**src/rtl/rsf_pkg.sv**
```systemverilog
package rsf_pkg;

   typedef enum logic [1:0] {
      PH_CB = 2'd0,
      PH_Y0 = 2'd1,
      PH_CR = 2'd2,
      PH_Y1 = 2'd3
   } comp_phase_e;

   function automatic comp_phase_e phase_step(comp_phase_e p);
      return comp_phase_e'(p + 2'd1);
   endfunction

endpackage

```
**src/rtl/rsf_sync_tap.sv**
```systemverilog
module rsf_sync_tap #(
   parameter int MAX_DLY = 3,
   parameter int DLY_W   = 2
) (
   input  logic             clk,
   input  logic             rst_n,
   input  logic             din,
   input  logic             rise_active,
   input  logic [DLY_W-1:0] dly,
   output logic             level,
   output logic             act_edge,
   output logic             any_edge,
   output logic             primed
);
   localparam int PRIME_N = MAX_DLY + 1;
   localparam int PRIME_W = $clog2(PRIME_N + 1);

   generate
      if (MAX_DLY < 1) begin : g_bad_dly
         $error("rsf_sync_tap: MAX_DLY must be at least 1");
      end
      if (MAX_DLY >= (1 << DLY_W)) begin : g_bad_w
         $error("rsf_sync_tap: DLY_W too narrow for MAX_DLY");
      end
   endgenerate

   logic [MAX_DLY-1:0] dline;
   logic               tapped;
   logic               prev;
   logic [PRIME_W-1:0] pcnt;

   generate
      if (MAX_DLY == 1) begin : g_one
         always_ff @(posedge clk or negedge rst_n) begin
            if (!rst_n) dline <= '0;
            else        dline <= din;
         end
      end else begin : g_many
         always_ff @(posedge clk or negedge rst_n) begin
            if (!rst_n) dline <= '0;
            else        dline <= {dline[MAX_DLY-2:0], din};
         end
      end
   endgenerate

   always_comb begin
      tapped = din;
      for (int i = 0; i < MAX_DLY; i++) begin
         if (int'(dly) == i + 1) tapped = dline[i];
      end
   end

   assign primed = (pcnt == PRIME_W'(PRIME_N));

   always_ff @(posedge clk or negedge rst_n) begin
      if (!rst_n) begin
         pcnt <= '0;
         prev <= 1'b0;
      end else begin
         prev <= tapped;
         if (!primed) pcnt <= pcnt + 1'b1;
      end
   end

   assign level    = tapped;
   assign any_edge = primed & (tapped ^ prev);
   assign act_edge = any_edge & (tapped == rise_active);

   // a one-clock setting presents the input seen one clock earlier
   a_r3_one_clock_delay: assert property (@(posedge clk) disable iff (!rst_n)
      (primed && int'(dly) == 1) |-> level == $past(din));

   // an active edge lands on the level chosen by the polarity bit
   a_r2_active_level: assert property (@(posedge clk) disable iff (!rst_n)
      act_edge |-> (level == rise_active && $past(level) != rise_active));

endmodule

```
**src/rtl/rsf_field_track.sv**
```systemverilog
module rsf_field_track #(
   parameter int FIELD_W = 8
) (
   input  logic               clk,
   input  logic               rst_n,
   input  logic               pulse_mode,
   input  logic               rise_active,
   input  logic               level,
   input  logic               act_edge,
   input  logic               any_edge,
   output logic               field_mark,
   output logic [FIELD_W-1:0] field_cnt,
   output logic               field_odd
);
   generate
      if (FIELD_W < 1) begin : g_bad_fw
         $error("rsf_field_track: FIELD_W must be positive");
      end
   endgenerate

   logic bump;

   assign bump       = pulse_mode ? act_edge : any_edge;
   assign field_mark = act_edge;

   always_ff @(posedge clk or negedge rst_n) begin
      if (!rst_n) begin
         field_cnt <= '0;
         field_odd <= 1'b0;
      end else begin
         if (bump) field_cnt <= field_cnt + 1'b1;
         if (pulse_mode) begin
            if (act_edge) field_odd <= ~field_odd;
         end else begin
            field_odd <= (level == rise_active);
         end
      end
   end

   a_r9_flag_counts_both: assert property (@(posedge clk) disable iff (!rst_n)
      (!pulse_mode && any_edge) |=> field_cnt == $past(field_cnt) + 1'b1);

   a_r10_pulse_toggles: assert property (@(posedge clk) disable iff (!rst_n)
      (pulse_mode && act_edge) |=> field_odd != $past(field_odd));

   a_r10_inactive_ignored: assert property (@(posedge clk) disable iff (!rst_n)
      (pulse_mode && !act_edge && $past(pulse_mode)) |=> $stable(field_cnt));

endmodule

```
**src/rtl/rsf_phase_seq.sv**
```systemverilog
module rsf_phase_seq
   import rsf_pkg::*;
(
   input  logic        clk,
   input  logic        rst_n,
   input  logic        restart,
   input  logic        advance,
   output comp_phase_e phase
);
   always_ff @(posedge clk or negedge rst_n) begin
      if (!rst_n)       phase <= PH_CB;
      else if (restart) phase <= PH_CB;
      else if (advance) phase <= phase_step(phase);
   end

   a_r5_phase_restart: assert property (@(posedge clk) disable iff (!rst_n)
      restart |=> phase == PH_CB);

   a_r7_phase_hold: assert property (@(posedge clk) disable iff (!rst_n)
      (!restart && !advance) |=> $stable(phase));

endmodule

```
**src/rtl/rsf_raster_cnt.sv**
```systemverilog
module rsf_raster_cnt #(
   parameter int SAMPLE_W = 11,
   parameter int LINE_W   = 10
) (
   input  logic                clk,
   input  logic                rst_n,
   input  logic                h_edge,
   input  logic                f_mark,
   input  logic [SAMPLE_W-1:0] line_len,
   output logic [SAMPLE_W-1:0] sample_cnt,
   output logic [LINE_W-1:0]   line_cnt,
   output logic                encoding,
   output logic                restart,
   output logic                advance
);
   generate
      if (SAMPLE_W < 2) begin : g_bad_sw
         $error("rsf_raster_cnt: SAMPLE_W must be at least 2");
      end
      if (LINE_W < 1) begin : g_bad_lw
         $error("rsf_raster_cnt: LINE_W must be positive");
      end
   endgenerate

   logic                armed;
   logic                pend;
   logic                clr;
   logic                at_end;
   logic [SAMPLE_W-1:0] last_idx;

   assign last_idx = line_len - 1'b1;
   assign at_end   = (sample_cnt >= last_idx);
   assign restart  = h_edge & (encoding | armed | f_mark);
   assign clr      = restart & (pend | f_mark);
   assign advance  = encoding & ~restart & ~at_end;

   always_ff @(posedge clk or negedge rst_n) begin
      if (!rst_n) begin
         armed      <= 1'b0;
         pend       <= 1'b0;
         encoding   <= 1'b0;
         sample_cnt <= '0;
         line_cnt   <= '0;
      end else begin
         if (f_mark) armed <= 1'b1;
         if (f_mark && !h_edge) pend <= 1'b1;
         else if (restart)      pend <= 1'b0;
         if (restart) encoding <= 1'b1;
         if (restart)      sample_cnt <= '0;
         else if (advance) sample_cnt <= sample_cnt + 1'b1;
         if (clr)          line_cnt <= '0;
         else if (restart) line_cnt <= line_cnt + 1'b1;
      end
   end

   a_r4_encode_sticky: assert property (@(posedge clk) disable iff (!rst_n)
      encoding |=> encoding);

   a_r4_no_early_start: assert property (@(posedge clk) disable iff (!rst_n)
      (!encoding && !(h_edge && (armed || f_mark))) |=> !encoding);

   a_r5_line_restart: assert property (@(posedge clk) disable iff (!rst_n)
      (h_edge && encoding) |=> sample_cnt == '0);

   a_r6_hold_at_end: assert property (@(posedge clk) disable iff (!rst_n)
      (encoding && !h_edge && sample_cnt == last_idx && $stable(line_len))
      |=> sample_cnt == $past(sample_cnt));

   a_r6_single_step: assert property (@(posedge clk) disable iff (!rst_n)
      (encoding && !h_edge && sample_cnt < last_idx)
      |=> sample_cnt == $past(sample_cnt) + 1'b1);

   a_r8_field_clear: assert property (@(posedge clk) disable iff (!rst_n)
      (h_edge && (pend || f_mark) && (encoding || armed || f_mark)) |=> line_cnt == '0);

endmodule

```
**src/rtl/raster_sync_follower.sv**
```systemverilog
module raster_sync_follower
   import rsf_pkg::*;
#(
   parameter int SAMPLE_W = 11,
   parameter int LINE_W   = 10,
   parameter int FIELD_W  = 8,
   parameter int MAX_DLY  = 3,
   parameter int DLY_W    = 2
) (
   input  logic                clk,
   input  logic                rst_n,
   input  logic                cfg_field_pulse,
   input  logic                cfg_h_rise,
   input  logic                cfg_f_rise,
   input  logic [DLY_W-1:0]    cfg_sync_dly,
   input  logic [SAMPLE_W-1:0] cfg_line_len,
   input  logic                hsync_in,
   input  logic                field_in,
   output logic [SAMPLE_W-1:0] sample_cnt,
   output logic [LINE_W-1:0]   line_cnt,
   output logic [FIELD_W-1:0]  field_cnt,
   output logic [1:0]          comp_phase,
   output logic                encoding,
   output logic                field_odd
);
   logic        h_level, h_act, h_any, h_primed;
   logic        f_level, f_act, f_any, f_primed;
   logic        f_mark;
   logic        restart, advance;
   comp_phase_e phase;

   rsf_sync_tap #(.MAX_DLY(MAX_DLY), .DLY_W(DLY_W)) u_htap (
      .clk(clk), .rst_n(rst_n), .din(hsync_in), .rise_active(cfg_h_rise),
      .dly(cfg_sync_dly), .level(h_level), .act_edge(h_act),
      .any_edge(h_any), .primed(h_primed)
   );

   rsf_sync_tap #(.MAX_DLY(MAX_DLY), .DLY_W(DLY_W)) u_ftap (
      .clk(clk), .rst_n(rst_n), .din(field_in), .rise_active(cfg_f_rise),
      .dly(cfg_sync_dly), .level(f_level), .act_edge(f_act),
      .any_edge(f_any), .primed(f_primed)
   );

   rsf_field_track #(.FIELD_W(FIELD_W)) u_field (
      .clk(clk), .rst_n(rst_n), .pulse_mode(cfg_field_pulse),
      .rise_active(cfg_f_rise), .level(f_level), .act_edge(f_act),
      .any_edge(f_any), .field_mark(f_mark), .field_cnt(field_cnt),
      .field_odd(field_odd)
   );

   rsf_raster_cnt #(.SAMPLE_W(SAMPLE_W), .LINE_W(LINE_W)) u_cnt (
      .clk(clk), .rst_n(rst_n), .h_edge(h_act), .f_mark(f_mark),
      .line_len(cfg_line_len), .sample_cnt(sample_cnt), .line_cnt(line_cnt),
      .encoding(encoding), .restart(restart), .advance(advance)
   );

   rsf_phase_seq u_phase (
      .clk(clk), .rst_n(rst_n), .restart(restart), .advance(advance),
      .phase(phase)
   );

   assign comp_phase = phase;

   // phase produced by the sequencer stays aligned with the sample counter
   a_r7_phase_tracks: assert property (@(posedge clk) disable iff (!rst_n)
      encoding |-> comp_phase == sample_cnt[1:0]);

   // both taps share one delay and therefore prime together
   a_r3_taps_aligned: assert property (@(posedge clk) disable iff (!rst_n)
      h_primed == f_primed);

   // counters stay idle before lock
   a_r4_idle_before_lock: assert property (@(posedge clk) disable iff (!rst_n)
      !encoding |-> (sample_cnt == '0 && comp_phase == 2'd0));

   wire unused_ok = &{1'b0, h_level, h_any};

endmodule

```
**config.mk**
```make
export PLATFORM = sky130hd
export DESIGN_NAME = raster_sync_follower
export DESIGN_NICKNAME = d
export VERILOG_FILES = /design/src/rtl/rsf_pkg.sv /design/src/rtl/rsf_sync_tap.sv /design/src/rtl/rsf_field_track.sv /design/src/rtl/rsf_phase_seq.sv /design/src/rtl/rsf_raster_cnt.sv /design/src/rtl/raster_sync_follower.sv
export SDC_FILE = /design/constraint.sdc
export NUM_CORES = 1
export LEC_CHECK = 0
export ABC_CLOCK_PERIOD_IN_PS = 4480
export BUFFER_PORTS_ARGS = -buffer_cell sky130_fd_sc_hd__buf_2
export CAP_MARGIN = 5
export CORE_MARGIN = 5
export CORE_UTILIZATION = 50
export CTS_CLUSTER_SIZE = 24
export DETAILED_ROUTE_END_ITERATION = 8
export GPL_TIMING_DRIVEN = 0
export HOLD_SLACK_MARGIN = 0.1
export PLACE_DENSITY = 0.71
export SYNTH_ARGS = -nofsm -noshare
export SYNTH_HDL_FRONTEND = slang
export SYNTH_SLANG_ARGS = --single-unit
```
**constraint.sdc**
```tcl
create_clock -name clk -period 4.48 [get_ports clk]
set_input_delay 0.224 -clock clk [delete_from_list [all_inputs] [get_ports clk]]
set_output_delay 0.224 -clock clk [all_outputs]
set_load 0.01 [all_outputs]
```
==> results.py <==
metrics = {
    "die": {
        "die_w_um": 84.0,
        "fp-row-count": 27,
        "die-area_um2": 7050,
        "initial_core_util": 0.506,
        "io_pins": 53,
        "core_area_um2": 5410,
        "die_h_um": 84.0,
    },
    "setup_path": {
        "crit_start": "cfg_line_len[0]",
        "startpoint_type": "input port",
        "critPathRequiredTime_ns": 4.70,
        "r2r-start": "u_cnt.sample_cnt[0]$_DFFE_PN0P_",
        "endpoint_kind": "flip-flop",
        "critPathMaxFanout": 10,
        "crit_type": "in2reg",
        "arrival_ns": 3.01,
        "slowest_stage": "a2111oi_4",
        "path_cells": "buf_2, inv_1, ha_1, nand3b_1, nor3_1, xnor2_1, ha_1, a211o_1, a2111oi_4, nor2_2, clkbuf_8, or3_1, a21oi_1",
        "critPathMostFrequentCell": "ha_1",
        "slowest_delay_ns": 0.50,
    },
    "logic_synthesis": {
        "async_flop_share": 1.00,
        "netlist_area_um2": 2740,
        "ys.flop_type": "dfrtp_1",
        "postSynthAreaPerCell_um2": 9.99,
        "yosys.cell_types.count": 46,
        "ys_warn_count": 0,
        "synth-edff-count": 0,
        "ys_ff_latch": 49,
        "ys_seq_area_frac": 0.448,
        "synth_nets": 313,
        "synthCells": 274,
    },
    "hold_path": {
        "hp-class": "in2async",
    },
    "cts": {
        "clk_latency_ns": 0.30,
        "clk_pin_slew_worst_paths_ns": 0.09,
        "cts_max_level": 2,
        "cts_buffers": 5,
        "cts_tree": "done",
        "clock-root-buffer": "clkbuf_8",
        "cts_resized": 0,
        "clockBufferDepth": 2,
        "clock_sinks": 49,
        "cts_setup_buffers": 0,
    },
    "grt": {
        "overflow": 0,
        "antenna_found_initial": 0,
        "grt_max_degree": 50,
        "grt.total_usage": 0.155,
        "grt_pass1_wl_mm": 9.06,
        "grt_pass1_vias": 1997,
    },
    "detailed_routing": {
        "dr.pass1.iters": 4,
        "vias_per_cell": 5.41,
        "first_iter_violations": 63,
        "vias": 2200,
        "wl_per_cell_um": 12.9,
        "routed_wl_mm": 5.26,
        "ant_nets": 0,
        "drt_drc_violations_left": 0,
    },
    "sta": {
        "final.min_clock_period_ns": 2.79,
        "hold_viol_final": 0,
        "finalClockSkew_ns": 0.00396,
        "tightest_slew_ns": 1.06,
        "min_period_over_period": 0.622,
        "tns_ns": 0,
        "fmax_mhz": 359,
        "slew_violations": 0,
        "rsz0062_at_grt": "no",
        "relSlewSlack": 0.290,
        "final-setup-viol-count": 0,
    },
    "cells_and_area": {
        "syn_to_final_growth_pct": 16.4,
        "fin_cells": 407,
        "n_fill_cell": 509,
        "regArea_um2": 1230,
        "drive_gt1_frac": 0.224,
        "multi_input_area_um2": 1430,
        "n_antenna_cell": 0,
        "nets": 373,
    },
    "place": {
        "numPortBuffers": 51,
        "place_congestion": 0.773,
        "hpwl_mm": 3.94,
        "place_inst": 397,
    },
    "pwr": {
        "p_per_area_nw_per_um2": 365,
        "power.leakage_uw": 0.00150,
        "vdd_drop_max_uv": 293,
    },
    "run": {
        "drv_cap": 0,
    },
    "outcome": {
        "status": "finished clean",
    },
}
[metal layers]
metal / up-vias / global-route usage / wire length, µm
met3: 8 / 0.0454 / 262
met5: - / 0 / 0
met1: 1056 / 0.202 / 2460
met4: 0 / 0.0424 / 71
met2: 38 / 0.251 / 2470
li1: 1098 / - / -
[through the flow]
stage	power [µW]	cell area, µm²	util	hold slack, ns	setup slack [ns]
detailed placement	923	3080	0.570	0.352	1.39
global placement	912	3080	0.570	0.350	1.43
finish	1160	3180	0.589	0.104	1.69
floorplan	792	2740	-	-0.0716	1.79
global route	1240	3180	0.589	0.112	1.47
CTS	1180	3180	0.589	0.115	1.70
[cell usage after synthesis, types with 2 or more instances]
library cell | count | area, µm²
or4_1 | 4 | 30.0
a31oi_1 | 4 | 25.0
mux4_2 | 2 | 45.0
nand2b_1 | 8 | 50.1
mux2i_1 | 2 | 20.0
nor3_1 | 5 | 25.0
and3_1 | 9 | 56.3
nand4_1 | 7 | 43.8
nand2_1 | 18 | 67.6
nand3_1 | 7 | 35.0
nor2_2 | 2 | 12.5
inv_1 | 9 | 33.8
o21ai_0 | 24 | 120
or3_1 | 2 | 12.5
dfrtp_1 | 49 | 1230
ha_1 | 19 | 238
nand3b_1 | 3 | 22.5
nor2_1 | 28 | 105
nand4b_1 | 2 | 17.5
xor2_1 | 7 | 61.3
or2_2 | 3 | 18.8
buf_2 | 2 | 10.0
nor3b_1 | 2 | 15.0
xnor2_1 | 18 | 158
a21oi_1 | 12 | 60.1
clkbuf_1 | 2 | 7.51
o31ai_1 | 4 | 30.0
a211o_1 | 2 | 17.5
[final timing paths]
path	to	slack [ns]	depth (start not counted)
min in group clk	u_field.field_odd$_DFFE_PN0P_	0.13	2
min reg2reg	u_ftap.dline[1]$_DFF_PN0_	0.38	0
max in group asynchronous	u_cnt.sample_cnt[9]$_DFFE_PN0P_	3.71	1
min	u_ftap.dline[1]$_DFF_PN0_	0.10	1
max	u_cnt.sample_cnt[6]$_DFFE_PN0P_	1.69	13
max reg2reg	u_cnt.sample_cnt[6]$_DFFE_PN0P_	1.84	9
[worst max-delay path, delay by kind of cell]
kind	cells	cell delay [ns]
AO/OA/AOI/OAI	3	0.98
AND/OR/NAND/NOR	4	0.83
adder cells (fa/ha/maj)	2	0.47
buffers and inverters	3	0.37
XOR/XNOR	1	0.15
[layout make-up]
class                   count  share of cell area
clock inverters             2             0.00314
repair buffers             53              0.0864
clock buffers               6              0.0228
flip-flops and latches     49               0.385
inverters                   9              0.0106
well taps                  72              0.0283
multi-input cells         209               0.450
plain buffers               7              0.0134
[cell usage in the layout, fill, tap and decap left out, types with 2 or more instances in the layout]
cell           synthesis  routed
buf_2                  2      53
dfrtp_1               49      49
nor2_1                28      28
o21ai_0               24      24
ha_1                  19      19
nand2_1               18      18
xnor2_1               18      18
a21oi_1               12      12
inv_1                  9       9
and3_1                 9       9
nand2b_1               8       8
xor2_1                 7       7
nand4_1                7       7
nand3_1                7       7
clkbuf_8               1       6
nor3_1                 5       5
or4_1                  4       4
a31oi_1                4       4
o31ai_1                4       4
nand3b_1               3       3
clkbuf_1               2       3
or2_2                  3       3
mux4_2                 2       2
nor3b_1                2       2
nand4b_1               2       2
mux2i_1                2       2
a211o_1                2       2
nor2_2                 2       2
or3_1                  2       2
clkinv_2               0       2
dlygate4sd3_1          0       2
[cells by family (layout without fill, tap and decap cells)]
logic type / count (synthesis) / in the layout / synth area share
and+or+nand+nor: 105 / 105 / 0.202
xor gates and xnor gates: 25 / 25 / 0.0800
AOI/OAI and AO/OA: 55 / 55 / 0.127
adders and majority gates: 19 / 19 / 0.0869
DFF: 49 / 49 / 0.448
muxes: 5 / 5 / 0.0279
buffers and inverters: 16 / 77 / 0.0279
[sequential cells by signal, summed over array words and instances, names as in the netlist]
| name | count |
|---|---|
| u_htap.prev | 1 |
| u_htap.pcnt | 3 |
| u_cnt.armed | 1 |
| u_htap.dline | 3 |
| u_ftap.pcnt | 3 |
| u_cnt.encoding | 1 |
| u_field.field_odd | 1 |
| u_ftap.dline | 3 |
| u_ftap.prev | 1 |
| u_cnt.pend | 1 |
| u_cnt.sample_cnt | 11 |
| u_cnt.line_cnt | 10 |
| u_field.field_cnt | 8 |
| u_phase.phase | 2 |
[report_power, final]
part | total (µW) | internal (µW) | switching [µW]
clock network | 249 | 108 | 140
logic | 339 | 155 | 184
registers | 574 | 506 | 67.8
[what timing repair did]
action                     4_1_cts  5_1_grt
hold buffers                     2        0
setup endpoints to repair        0        0
hold endpoints to repair         2        0
Note: power is estimated with default switching activity, not from simulation.
